===== src/rtl/idiv_pkg.sv =====
package idiv_pkg;

    localparam int unsigned XLEN   = 32;
    localparam int unsigned STEP_W = $clog2(XLEN);

    typedef enum logic [1:0] {
        PH_IDLE,
        PH_ITER,
        PH_FIX
    } phase_e;

    typedef struct packed {
        logic [XLEN-1:0] num_mag;
        logic [XLEN-1:0] den_mag;
        logic            flip;
        logic            den_zero;
    } div_req_t;

    typedef struct packed {
        logic [XLEN-1:0] rem;
        logic [XLEN-1:0] quo;
    } iter_t;

    function automatic logic [XLEN-1:0] magnitude(input logic [XLEN-1:0] v,
                                                  input logic as_signed);
        return (as_signed && v[XLEN-1]) ? XLEN'(~v + 1'b1) : v;
    endfunction

    function automatic logic [XLEN-1:0] negate(input logic [XLEN-1:0] v);
        return XLEN'(~v + 1'b1);
    endfunction

    function automatic iter_t restore_step(input iter_t cur,
                                           input logic [XLEN-1:0] den);
        logic [XLEN:0]   shifted;
        logic [XLEN+1:0] diff;
        iter_t           nxt;
        shifted = {cur.rem, cur.quo[XLEN-1]};
        diff    = {1'b0, shifted} - {2'b00, den};
        if (!diff[XLEN+1]) begin
            nxt.rem = diff[XLEN-1:0];
            nxt.quo = {cur.quo[XLEN-2:0], 1'b1};
        end else begin
            nxt.rem = shifted[XLEN-1:0];
            nxt.quo = {cur.quo[XLEN-2:0], 1'b0};
        end
        return nxt;
    endfunction

endpackage


===== src/rtl/idiv_prep.sv =====
module idiv_prep
    import idiv_pkg::*;
(
    input  logic [XLEN-1:0] num,
    input  logic [XLEN-1:0] den,
    input  logic            is_signed,
    output div_req_t        req
);
    always_comb begin
        req.num_mag  = magnitude(num, is_signed);
        req.den_mag  = magnitude(den, is_signed);
        req.flip     = is_signed & (num[XLEN-1] ^ den[XLEN-1]);
        req.den_zero = (den == '0);
    end
endmodule


===== src/rtl/idiv_core.sv =====
module idiv_core
    import idiv_pkg::*;
(
    input  logic            clk,
    input  logic            rst,
    input  logic            launch,
    input  div_req_t        req,
    output logic            busy,
    output logic            fin,
    output logic [XLEN-1:0] quot
);
    localparam logic [STEP_W-1:0] LAST_STEP = STEP_W'(XLEN - 1);

    phase_e            phase_q;
    logic [STEP_W-1:0] step_q;
    iter_t             work_q;
    logic [XLEN-1:0]   den_q;
    logic              flip_q;
    logic [XLEN-1:0]   quot_q;
    logic              fin_q;

    always_ff @(posedge clk) begin
        if (rst) begin
            phase_q <= PH_IDLE;
            step_q  <= '0;
            work_q  <= '0;
            den_q   <= '0;
            flip_q  <= 1'b0;
            quot_q  <= '0;
            fin_q   <= 1'b0;
        end else begin
            fin_q <= 1'b0;
            case (phase_q)
                PH_IDLE: begin
                    if (launch) begin
                        if (req.den_zero) begin
                            quot_q <= '0;
                            fin_q  <= 1'b1;
                        end else begin
                            work_q  <= '{rem: '0, quo: req.num_mag};
                            den_q   <= req.den_mag;
                            flip_q  <= req.flip;
                            step_q  <= '0;
                            phase_q <= PH_ITER;
                        end
                    end
                end
                PH_ITER: begin
                    work_q <= restore_step(work_q, den_q);
                    step_q <= step_q + 1'b1;
                    if (step_q == LAST_STEP) phase_q <= PH_FIX;
                end
                PH_FIX: begin
                    quot_q  <= flip_q ? negate(work_q.quo) : work_q.quo;
                    fin_q   <= 1'b1;
                    phase_q <= PH_IDLE;
                end
                default: phase_q <= PH_IDLE;
            endcase
        end
    end

    assign busy = (phase_q != PH_IDLE);
    assign fin  = fin_q;
    assign quot = quot_q;

    // the loop runs its full count before moving on
    p_iter_progress_r2: assert property (@(posedge clk) disable iff (rst)
        (phase_q == PH_ITER && step_q != LAST_STEP) |=> (phase_q == PH_ITER));

    // the sign fix-up cycle is always followed by completion
    p_fix_completes_r11: assert property (@(posedge clk) disable iff (rst)
        (phase_q == PH_FIX) |=> (fin_q && phase_q == PH_IDLE));
endmodule


===== src/rtl/idiv_trap.sv =====
module idiv_trap #(
    parameter int unsigned          CAUSE_W    = 5,
    parameter logic [CAUSE_W-1:0]   CAUSE_CODE = CAUSE_W'(5)
) (
    input  logic               clk,
    input  logic               rst,
    input  logic               zero_launch,
    input  logic               nz_launch,
    input  logic               glob_en,
    input  logic               cfg_en,
    output logic               dz_flag,
    output logic               exc_req,
    output logic [CAUSE_W-1:0] cause
);
    logic               dz_q;
    logic               exc_q;
    logic [CAUSE_W-1:0] cause_q;

    always_ff @(posedge clk) begin
        if (rst) begin
            dz_q    <= 1'b0;
            exc_q   <= 1'b0;
            cause_q <= '0;
        end else begin
            exc_q <= 1'b0;
            if (zero_launch) begin
                dz_q <= 1'b1;
                if (glob_en && cfg_en) begin
                    exc_q   <= 1'b1;
                    cause_q <= CAUSE_CODE;
                end
            end else if (nz_launch) begin
                dz_q <= 1'b0;
            end
        end
    end

    assign dz_flag = dz_q;
    assign exc_req = exc_q;
    assign cause   = cause_q;

    // the cause code only moves when a request is raised
    p_cause_hold_r9: assert property (@(posedge clk) disable iff (rst)
        !exc_q |-> $stable(cause_q));

    // a request never lasts two cycles
    p_exc_single_r8: assert property (@(posedge clk) disable iff (rst)
        exc_q |=> !exc_q);
endmodule


===== src/rtl/int_div_trap.sv =====
module int_div_trap
    import idiv_pkg::*;
#(
    parameter int unsigned        CAUSE_W    = 5,
    parameter logic [CAUSE_W-1:0] CAUSE_CODE = CAUSE_W'(5)
) (
    input  logic               clk,
    input  logic               rst,
    input  logic               start_i,
    input  logic               signed_i,
    input  logic [XLEN-1:0]    dividend_i,
    input  logic [XLEN-1:0]    divisor_i,
    input  logic               exc_en_i,
    input  logic               trap_en_i,
    output logic               busy_o,
    output logic               done_o,
    output logic [XLEN-1:0]    quot_o,
    output logic               dz_flag_o,
    output logic               exc_req_o,
    output logic [CAUSE_W-1:0] exc_cause_o
);
    div_req_t req;
    logic     accept;

    idiv_prep u_prep (
        .num       (dividend_i),
        .den       (divisor_i),
        .is_signed (signed_i),
        .req       (req)
    );

    assign accept = start_i && !busy_o;

    idiv_core u_core (
        .clk    (clk),
        .rst    (rst),
        .launch (accept),
        .req    (req),
        .busy   (busy_o),
        .fin    (done_o),
        .quot   (quot_o)
    );

    idiv_trap #(
        .CAUSE_W    (CAUSE_W),
        .CAUSE_CODE (CAUSE_CODE)
    ) u_trap (
        .clk         (clk),
        .rst         (rst),
        .zero_launch (accept && req.den_zero),
        .nz_launch   (accept && !req.den_zero),
        .glob_en     (exc_en_i),
        .cfg_en      (trap_en_i),
        .dz_flag     (dz_flag_o),
        .exc_req     (exc_req_o),
        .cause       (exc_cause_o)
    );

    // a trap request coincides with a zero-result completion
    p_exc_with_done_r8: assert property (@(posedge clk) disable iff (rst)
        exc_req_o |-> (done_o && dz_flag_o && quot_o == '0));

    // the status bit rises only alongside a zero-divisor completion
    p_dz_rise_r6: assert property (@(posedge clk) disable iff (rst)
        $rose(dz_flag_o) |-> (done_o && quot_o == '0));

    // the status bit falls only when an iterative operation begins
    p_dz_fall_r7: assert property (@(posedge clk) disable iff (rst)
        $fell(dz_flag_o) |-> busy_o);

    // the visible quotient stays put while a division runs
    p_quot_hold_r10: assert property (@(posedge clk) disable iff (rst)
        busy_o |=> (done_o || $stable(quot_o)));

    // completion never overlaps busy
    p_done_idle_r11: assert property (@(posedge clk) disable iff (rst)
        done_o |-> !busy_o);
endmodule


===== config.mk =====
export PLATFORM = sky130hd
export DESIGN_NAME = int_div_trap
export DESIGN_NICKNAME = d
export VERILOG_FILES = /design/src/rtl/idiv_pkg.sv /design/src/rtl/idiv_prep.sv /design/src/rtl/idiv_core.sv /design/src/rtl/idiv_trap.sv /design/src/rtl/int_div_trap.sv
export SDC_FILE = /design/constraint.sdc
export NUM_CORES = 1
export LEC_CHECK = 0
export BUFFER_PORTS_ARGS = -buffer_cell sky130_fd_sc_hd__buf_2
export CAP_MARGIN = 25
export CELL_PAD_IN_SITES_DETAIL_PLACEMENT = 1
export CELL_PAD_IN_SITES_GLOBAL_PLACEMENT = 2
export CORE_AREA = 5 5 163 165
export CTS_CLUSTER_DIAMETER = 100
export DETAILED_ROUTE_END_ITERATION = 6
export DIE_AREA = 0 0 168 170
export PLACE_DENSITY = 0.91
export SETUP_SLACK_MARGIN = 0.5
export SYNTH_ARGS = -nofsm -noshare
export SYNTH_HDL_FRONTEND = slang
export SYNTH_HIERARCHICAL = 1
export SYNTH_SLANG_ARGS = --single-unit

===== constraint.sdc =====
create_clock -name clk -period 9.6 [get_ports clk]
set_clock_uncertainty 0.15 [all_clocks]
set_input_delay 1.44 -clock clk [delete_from_list [all_inputs] [get_ports clk]]
set_output_delay 1.44 -clock clk [all_outputs]
set_load 0.03 [all_outputs]

# Yosys cells after proc, flatten, opt, wreduce, memory -nomap -nowiden
# Cells that the tools add are included.
# W data, S select, Z words.
classes:
  n_eq_ne: 7
  reduce_logical: 20
  add_sub_neg: 5
  mux: 23
  bitwise: 7
ops:
  columns: ["op", "n"]
  rows:
  - ["$mux W64", 3]
  - ["$mux W32", 5]
  - ["$pmux W64 S2", 1]
  - ["$add A32 B1 Y32 const B", 3]
  - ["$not A32 Y32", 3]
  - ["$pmux W32 S2", 1]
  - ["$sub A33 B32 Y34", 1]
  - ["$logic_not A32 Y1", 1]
  - ["$reduce_and A3 Y1", 4]
  - ["$mux W5", 2]
  - ["$pmux W5 S2", 1]
  - ["$reduce_bool A2 Y1", 4]
  - ["$logic_and A1 B1 Y1", 6]
  - ["$mux W2", 3]
  - ["$ne A2 B2 Y1 const B", 3]
  - ["$add A5 B1 Y5 const B", 1]
  - ["$eq A5 B5 Y1 const B", 1]
  - ["$mux W1", 5]
  - ["$pmux W2 S2", 1]
  - ["$eq A2 B1 Y1 const B", 1]
  - ["$eq A2 B2 Y1 const B", 1]
  - ["$logic_not A1 Y1", 2]
  - ["$logic_not A2 Y1", 1]
  - ["$ne A2 B1 Y1 const B", 1]
  - ["6 further kinds", 7]
word_totals:
  out_inout_bits: 41
  regBits: 140

# Depth between registers and ports, before layout
# Gate-level depths: netlist (run 1).
depth:
  ltp_word: 6
  depth_mapped: 14

# By module
# Netlist (run 1), hierarchy kept.
modules_own_cells:
  columns: ["module", "area_per_inst_um2", "cells_each", "instances"]
  rows:
  - ["idiv_core", 7458.4, 934, 1]
  - ["idiv_prep", 1421.4, 207, 1]
  - ["idiv_trap", 138.9, 15, 1]
  - ["int_div_trap", 27.5, 3, 1]

# Worst setup path after synthesis (run 1)
# OpenSTA, ideal clock, no wires.
synth_path:
  path_type: "input to register"
  startpoint: "input divisor_i[14]"
  endpoint: "register u_core/work_q[60] (netlist name)"
  setup_time_ns: 0.074
  path_buffers: 1
  t_required_ns: 9.376
  t_arrival_ns: 3.927
  cell_stages: 11
  path_slack_ns: 5.449
  cell_sequence: "or4_1 -> nor3_4 -> nand4_1 -> nor4_1 -> nor2b_1 -> nor2_1 -> nor2_1 -> nor2_1 -> clkbuf_1 -> a22oi_1 -> o21ai_0"
synth_lines:
  columns: ["element", "line", "rtl"]
  rows:
  - ["start, declared", "int_div_trap.sv:12", "input logic [XLEN-1:0] divisor_i,"]
  - ["end signal, assigned", "idiv_core.sv:40", "work_q <= '{rem: '0, quo: req.num_mag};"]
  - ["end signal, assigned", "idiv_core.sv:49", "work_q <= restore_step(work_q, den_q);"]
  - ["end, declared", "idiv_core.sv:16", "iter_t work_q;"]

==> impl_metrics.yaml, run 1 <==
clock_network:
  cts_tree: "built"
  h-tree-depth: 4
  cts.hold.buffers_added: 0
  clock-root-buffer: "clkbuf_16"
  numClockSinks: 140
  cts_made_buffers: 17
  cts.reportedPaths.clkPinSlew_ns: 0.06
  post_cts_resized: 0
  clockBufferDepth: 2
  post-cts-setup-buffer-count: 0
  clock_latency_ns: 0.42
critical_path:
  critPathMaxFanout: 26
  timing.critical_path.max_delay_family: "simple AND/OR/NAND/NOR gates"
  critPathMaxStageDelay_ns: 0.67
  path_cells: "buf_2 -> or4_1 -> nor3_2 -> nand4_1 -> nor4_1 -> nor2b_1 -> nand2_2 -> buf_16 -> nor2_1 -> a2111oi_0"
  cp_slowest_cell: "nor4_1"
  worstSetupPathType: "input pin to register"
  worst_setup_path_start_kind: "input pin"
  worstSetupStartpoint: "divisor_i[20]"
  setup.worst_path.end_class: "register"
  worst_r2r_startpoint: "u_core/den_q[8]$_SDFFE_PP0P_"
  critPathRequiredTime_ns: 9.74
  crit_buf_inv: 2
  critical_path_arrival_ns: 4.70
finish:
  multi_input_area_mm2: 0.00574
  fin_nets: 1332
  mostFrequentLayoutCell: "nor2_1"
  ff_latch_area_mm2: 0.00280
  layout.cells.non_filler: 1567
  leading_cell_types_in_the_layout_fill_and_taps_excluded: "nor2_1, dfxtp_1, nand2_1, buf_2, a21oi_1"
  fillers: 3097
  synthesis_to_finish_area_growth_pct: 15.2
  final_layout_size_suffix_gt1_share_pct: 15.3
pwr:
  power_switching_share_pct: 42.4
  power.internal_mw: 1.79
  seqPwrFrac_pct: 23.3
  vdd_drop_max_uv: 239
  combinationalPowerShare_pct: 54.6
  power.share.clock_pct: 22.1
  switching_power_summed_over_all_nets_mw: 1.32
  power_per_cell_area_mw_per_mm2: 298
  power_leakage_nw: 4.22
logic_synthesis:
  asyncSetResetFlopFracSynth_pct: 0
  part_of_the_yosys_area_used_for_sequential_elements_pct: 31.0
  netlist-cell-type-count: 77
  ys_top_cells_by_area: "dfxtp_1, xnor2_1, nor2_1"
  synth.cell_area_mm2: 0.00905
  synth_largest_type_area_fraction_pct: 31.0
  synth_warnings: 6
  postSynthCellCount: 1159
  synth-main-ff-cell: "dfxtp_1"
  synth_top_cell_by_area: "dfxtp_1"
  synth-edff-count: 0
  syn_area_per_cell_um2: 7.81
  synth-seq-cells: 140
timing:
  max_slew.worst_pin.slew_ns: 1.03
  maxClockFrequency_mhz: 219
  finalCritPeriodShare_pct: 47.5
  count_of_pins_over_their_slew_limit: 0
  grt_setup_unrepaired: "no"
  finalSetupViolations: 0
  layout_min_cycle_time_ns: 4.56
  fin_tns_setup_ns: 0
  relSlewSlack_pct: 31.5
  report.final.hold_viol_count: 0
die:
  die_h_um: 170
  die_w_um: 168
  initial_core_util_pct: 36.3
  placementRows: 58
  pin_count: 111
  floorplan_die_area_mm2: 0.0286
  core_area_mm2: 0.0249
detailed_routing:
  postRouteWirelength_um: 26700
  drt.antenna.violating_nets: 0
  drt-initial-drc-count: 422
  route.detailed.wl_per_inst_um: 17.1
  detailedRoute.firstPassIterationCount: 6
  route.vias.total: 8471
  drc_errors: 0
  avgViaCountPerCell: 5.41
placed_design:
  dpl.hpwl_um: 19500
  placement.io_buffers: 107
  cells_after_dpl: 1535
  gp_routability_congestion: 0.868
global_routing:
  global_route_usage_sum_pct: 18.9
  congestion_overflow_gr: 0
  antenna_found_initial: 1
  grt_max_degree: 77
  grt_first_pass_wirelength_um: 45200
  via_count_of_the_first_global_routing_pass: 9030
run:
  max_cap_viol_count: 0
outcome:
  run_status: "finished clean"
hold_path:
  timing.hold.worst.class: "register to register"
  hold_start: "u_core/den_q[30]$_SDFFE_PP0P_"
==> Yosys cell counts (all sizes together), types with 3 or more instances <==
library cell  number
o211ai             3
and3               6
o31ai             24
a22oi             35
o21ai             61
o21a               6
ha                37
dfxtp            140
xor2              40
nand2            138
or3                8
a31oi              7
a22o               7
nor2             160
a41oi              3
nor3              15
clkbuf            52
inv               53
a221o              3
mux2i             17
nor4              21
nand2b             6
a21o              16
or2                5
and2              11
or4               11
o21bai             6
a21oi             94
nor2b              8
nand4              9
o41ai             12
nand3              9
xnor2             74
buf               20
and4               3
a222oi            15
==> path summary, 6_finish.rpt <==
path              slack (ns)  cells past startpoint                             end
hold / removal          0.31                      2   u_core/den_q[30]$_SDFFE_PP0P_
hold reg to reg         0.31                      2   u_core/den_q[30]$_SDFFE_PP0P_
setup reg to reg        5.45                     10  u_core/work_q[55]$_SDFFE_PP0P_
setup / recovery        5.04                     10  u_core/work_q[31]$_SDFFE_PP0P_
==> worst reg2reg max path, delay by kind of cell (launching register included) <==
kind            cells  cell delay, ns
buf+inv             1            0.07
fa+ha+maj           1            0.34
compound gates      5            2.33
simple gates        3            0.84
flops               1            0.34
==> flip-flops by register name, indices dropped and copies added (netlist names) <==
name            flops
u_core/den_q       32
u_core/fin          1
u_core/flip_q       1
u_core/phase_q      2
u_core/quot        32
u_core/step_q       5
u_core/work_q      64
u_trap/cause        1
u_trap/dz_flag      1
u_trap/exc_req      1
==> final cells by class <==
class / count / area share [%]
clock inverters: 11 / 1.51
clock buffers: 20 / 4.38
multi-input cells: 896 / 55.1
diodes: 1 / 0.0240
inverters: 53 / 1.91
flip-flops and latches: 140 / 26.9
well taps: 330 / 3.96
repair buffers: 116 / 6.20
==> through the flow <==
stage	worst slack [ns]	utilization [%]	hold WS, ns	area [µm²]	total power, mW
finish	5.04	41.9	0.308	10400	3.10
floorplan	5.45	-	0.286	9050	2.07
detailed placement	4.57	39.4	0.301	9800	2.41
CTS	5.10	41.9	0.309	10400	3.12
global placement	4.68	39.2	0.292	9750	2.36
global route	4.73	41.9	0.331	10400	3.35
==> metal layers <==
layer / share of wire, % / vias to the layer above / track usage (%)
met4: 1.1 / 0 / 3.92
met1: 47 / 4113 / 23.9
met5: 0 / - / 0
li1: - / 4203 / -
met3: 3.1 / 17 / 3.30
met2: 49 / 138 / 33.9
==> kinds of logic (layout without fill, tap and decap cells) <==
logic type	count (synthesis)	after routing	share of synthesized area [%]
buffers and inverters	125	200	5.73
adder cells (fa/ha/maj)	38	38	5.34
flip-flops	140	140	31.0
multiplexers	18	18	2.01
XOR/XNOR	114	114	11.0
AO/OA/AOI/OAI	308	308	22.9
other	1	4	0.0415
AND/OR/NAND/NOR	415	415	21.9
==> power groups by stage <==
stage / Combinational, mW / Clock [mW] / Sequential (mW)
finish: 1.69 / 0.687 / 0.724
global route: 1.89 / 0.729 / 0.732
CTS: 1.70 / 0.703 / 0.723
detailed placement: 1.67 / 0 / 0.734
global placement: 1.63 / 0 / 0.732
floorplan: 1.36 / 0 / 0.711
Note: power is estimated with default switching activity, not from simulation.
==> inputs of run 2 (changes only) <==
- CORE_AREA: 5 5 163 165 -> 5 5 177 179
- DIE_AREA: 0 0 168 170 -> 0 0 182 184
- PLACE_DENSITY: 0.91 -> 0.83
- clock period: 9.6 -> 3.7 ns (I/O delays scaled with it)
==> run 2 against run 1 <==
The flow now finishes with violations (design-rule violations). Sequential power increased to 2.6 times the previous value. Critical path depth increased by 3. Largest cell class unchanged. Hold slack got worse by 0.076 ns. Via count increased by 0.58%. Register-to-register slack got worse by 4.8 ns. Core utilization decreased by 5.3 points. Combinational power increased to 3.1 times the previous value. Setup slack got worse by 4.4 ns. Final cell count increased by 5.2%. Clock power increased by 150%. Sequential share of layout area decreased by 0.80 points. Critical path type is now register to register. Final area increased by 3.1%.
==> impl_metrics.yaml, run 2 (same netlist as run 1, synthesis figures left out) <==
clock_network:
  clockBufferDepth: 2
  cts.reportedPaths.clkPinSlew_ns: 0.07
  cts_made_buffers: 17
  cts.hold.buffers_added: 0
  clock-root-buffer: "clkbuf_16"
  numClockSinks: 140
  clock_latency_ns: 0.43
  cts_tree: "built"
  h-tree-depth: 4
timing:
  finalSetupViolations: 0
  count_of_pins_over_their_slew_limit: 0
  maxClockFrequency_mhz: 324
  layout_min_cycle_time_ns: 3.09
  grt_setup_unrepaired: "no"
  max_slew.worst_pin.slew_ns: 0.890
  finalCritPeriodShare_pct: 83.4
  relSlewSlack_pct: 40.7
  fin_tns_setup_ns: 0
  report.final.hold_viol_count: 0
detailed_routing:
  detailedRoute.firstPassIterationCount: 7
  postRouteWirelength_um: 27400
  avgViaCountPerCell: 5.17
  route.vias.total: 8520
  drc_errors: 3
  route.detailed.wl_per_inst_um: 16.6
  drt-initial-drc-count: 442
  drt.antenna.violating_nets: 0
pwr:
  power_leakage_nw: 4.35
  design_power_total_mw: 8.84
  vdd_drop_max_uv: 670
  power_per_cell_area_mw_per_mm2: 822
die:
  floorplan_die_area_mm2: 0.0335
  initial_core_util_pct: 30.8
  die_w_um: 182
  die_h_um: 184
  core_area_mm2: 0.0294
  placementRows: 63
  pin_count: 111
global_routing:
  grt_max_degree: 57
  via_count_of_the_first_global_routing_pass: 8820
  grt_first_pass_wirelength_um: 44800
  antenna_found_initial: 0
  global_route_usage_sum_pct: 16.0
  congestion_overflow_gr: 0
outcome:
  violations: "design-rule violations"
  run_status: "complete, but fails checks"
finish:
  most_flop_heavy_register: "u_core/work_q"
  final_layout_size_suffix_gt1_share_pct: 18.1
  synthesis_to_finish_area_growth_pct: 18.8
  leading_cell_types_in_the_layout_fill_and_taps_excluded: "nor2_1, dfxtp_1, nand2_1, buf_2, a21oi_1"
  largest_register_ff_count: 64
  fin_nets: 1352
  mostFrequentLayoutCell: "nor2_1"
critical_path:
  worst-r2r-cell-count: 13
  critical_path_arrival_ns: 3.28
  worst_setup_path_start_kind: "register"
  worstSetupPathType: "register to register"
  worstSetupStartpoint: "u_core/work_q[31]$_SDFFE_PP0P_"
  critPathRequiredTime_ns: 3.90
  setup.worst_path.end_class: "register"
  critPathMaxFanout: 5
  worst_r2r_startpoint: "u_core/work_q[31]$_SDFFE_PP0P_"
  worstSetupEndpoint: "u_core/work_q[62]$_SDFFE_PP0P_"
  timing.reg2reg.setup_slack_ns: 0.61
  worst_r2r_endpoint: "u_core/work_q[62]$_SDFFE_PP0P_"
run:
  max_cap_viol_count: 0
placed_design:
  dpl.hpwl_um: 19800
  placement.io_buffers: 107
  gp_routability_congestion: 0.823
hold_path:
  whs_path_depth: 3
  timing.hold.worst.class: "input pin to register"
## run 2: cell count changes in the layout (fill, tap and decap cells not counted), moves of 3 or more
| cell | previous run | this run |
|---|---|---|
| o31ai_1 | 23 | 20 |
| o21ai_0 | 57 | 54 |
| buf_12 | 0 | 3 |
| inv_8 | 0 | 7 |
| buf_4 | 8 | 26 |
| bufinv_16 | 3 | 0 |
## run 2: worst min-delay path by stage
stage | start | to | slack, ns
after floorplan | u_core/den_q[10]$_SDFFE_PP0P_ | u_core/den_q[10]$_SDFFE_PP0P_ | 0.29
after global placement | u_core/den_q[7]$_SDFFE_PP0P_ | u_core/den_q[7]$_SDFFE_PP0P_ | 0.29
after detailed placement | u_core/den_q[26]$_SDFFE_PP0P_ | u_core/den_q[26]$_SDFFE_PP0P_ | 0.30
after CTS | exc_en_i | u_trap/exc_req$_SDFF_PP0_ | 0.22
after global routing | exc_en_i | u_trap/exc_req$_SDFF_PP0_ | 0.22
final | exc_en_i | u_trap/exc_req$_SDFF_PP0_ | 0.23
## run 2: power by group
part           total [mW]  switching, mW  internal, mW
clock network        1.71          0.789         0.920
logic                5.26           2.81          2.45
registers            1.87          0.176          1.69
total                8.84           3.77          5.06
## run 2: area by class of cell
cell class | count | area [µm²]
Fill cell | 3588 | 18700
Multi-Input combinational cell | 896 | 5870
Sequential cell | 140 | 2800
Timing Repair Buffer | 136 | 801
Tap cell | 390 | 488
Clock buffer | 18 | 439
Inverter | 53 | 199
Clock inverter | 14 | 140
Antenna cell | 1 | 2.50
## run 2: stage by stage
step | cell area, µm² | setup slack (ns) | std cells | utilization, % | hold slack (ns)
finish | 10700 | 0.614 | 1648 | 36.5 | 0.232
detailed placement | 10000 | 0.159 | 1611 | 34.0 | 0.300
floorplan | 9060 | 0.559 | 1161 | - | 0.286
CTS | 10600 | 0.471 | 1643 | 36.2 | 0.215
global placement | 9990 | 0.256 | 1610 | 34.0 | 0.292
global route | 10700 | 0.490 | 1647 | 36.5 | 0.218
## run 2: routing by layer
layer	part of all wire, %	GRT usage (%)	up-vias	wire length, µm
met5	0	0	-	0
met4	1.0	3.78	0	286
met3	3.9	2.85	19	1080
met2	49	27.9	153	13400
met1	46	20.8	4103	12600
li1	-	-	4245	-
## run 2: what timing repair did
item	4_1_cts	5_1_grt
buffers inserted	0	4
endpoints found under the setup margin	6	32
pin swaps	2	7
gates resized for setup	8	19
## run 2: worst max-delay path, cell delays in order, from the launching register on
cell	delay (ns)
dfxtp_2	0.35
inv_1	0.06
ha_1	0.22
fa_2	0.38
nor2b_4	0.18
o31ai_4	0.09
a21oi_2	0.25
a41oi_4	0.21
o31ai_4	0.26
buf_4	0.17
a221oi_4	0.08
o21ai_2	0.17
mux2_2	0.34
o211ai_1	0.08
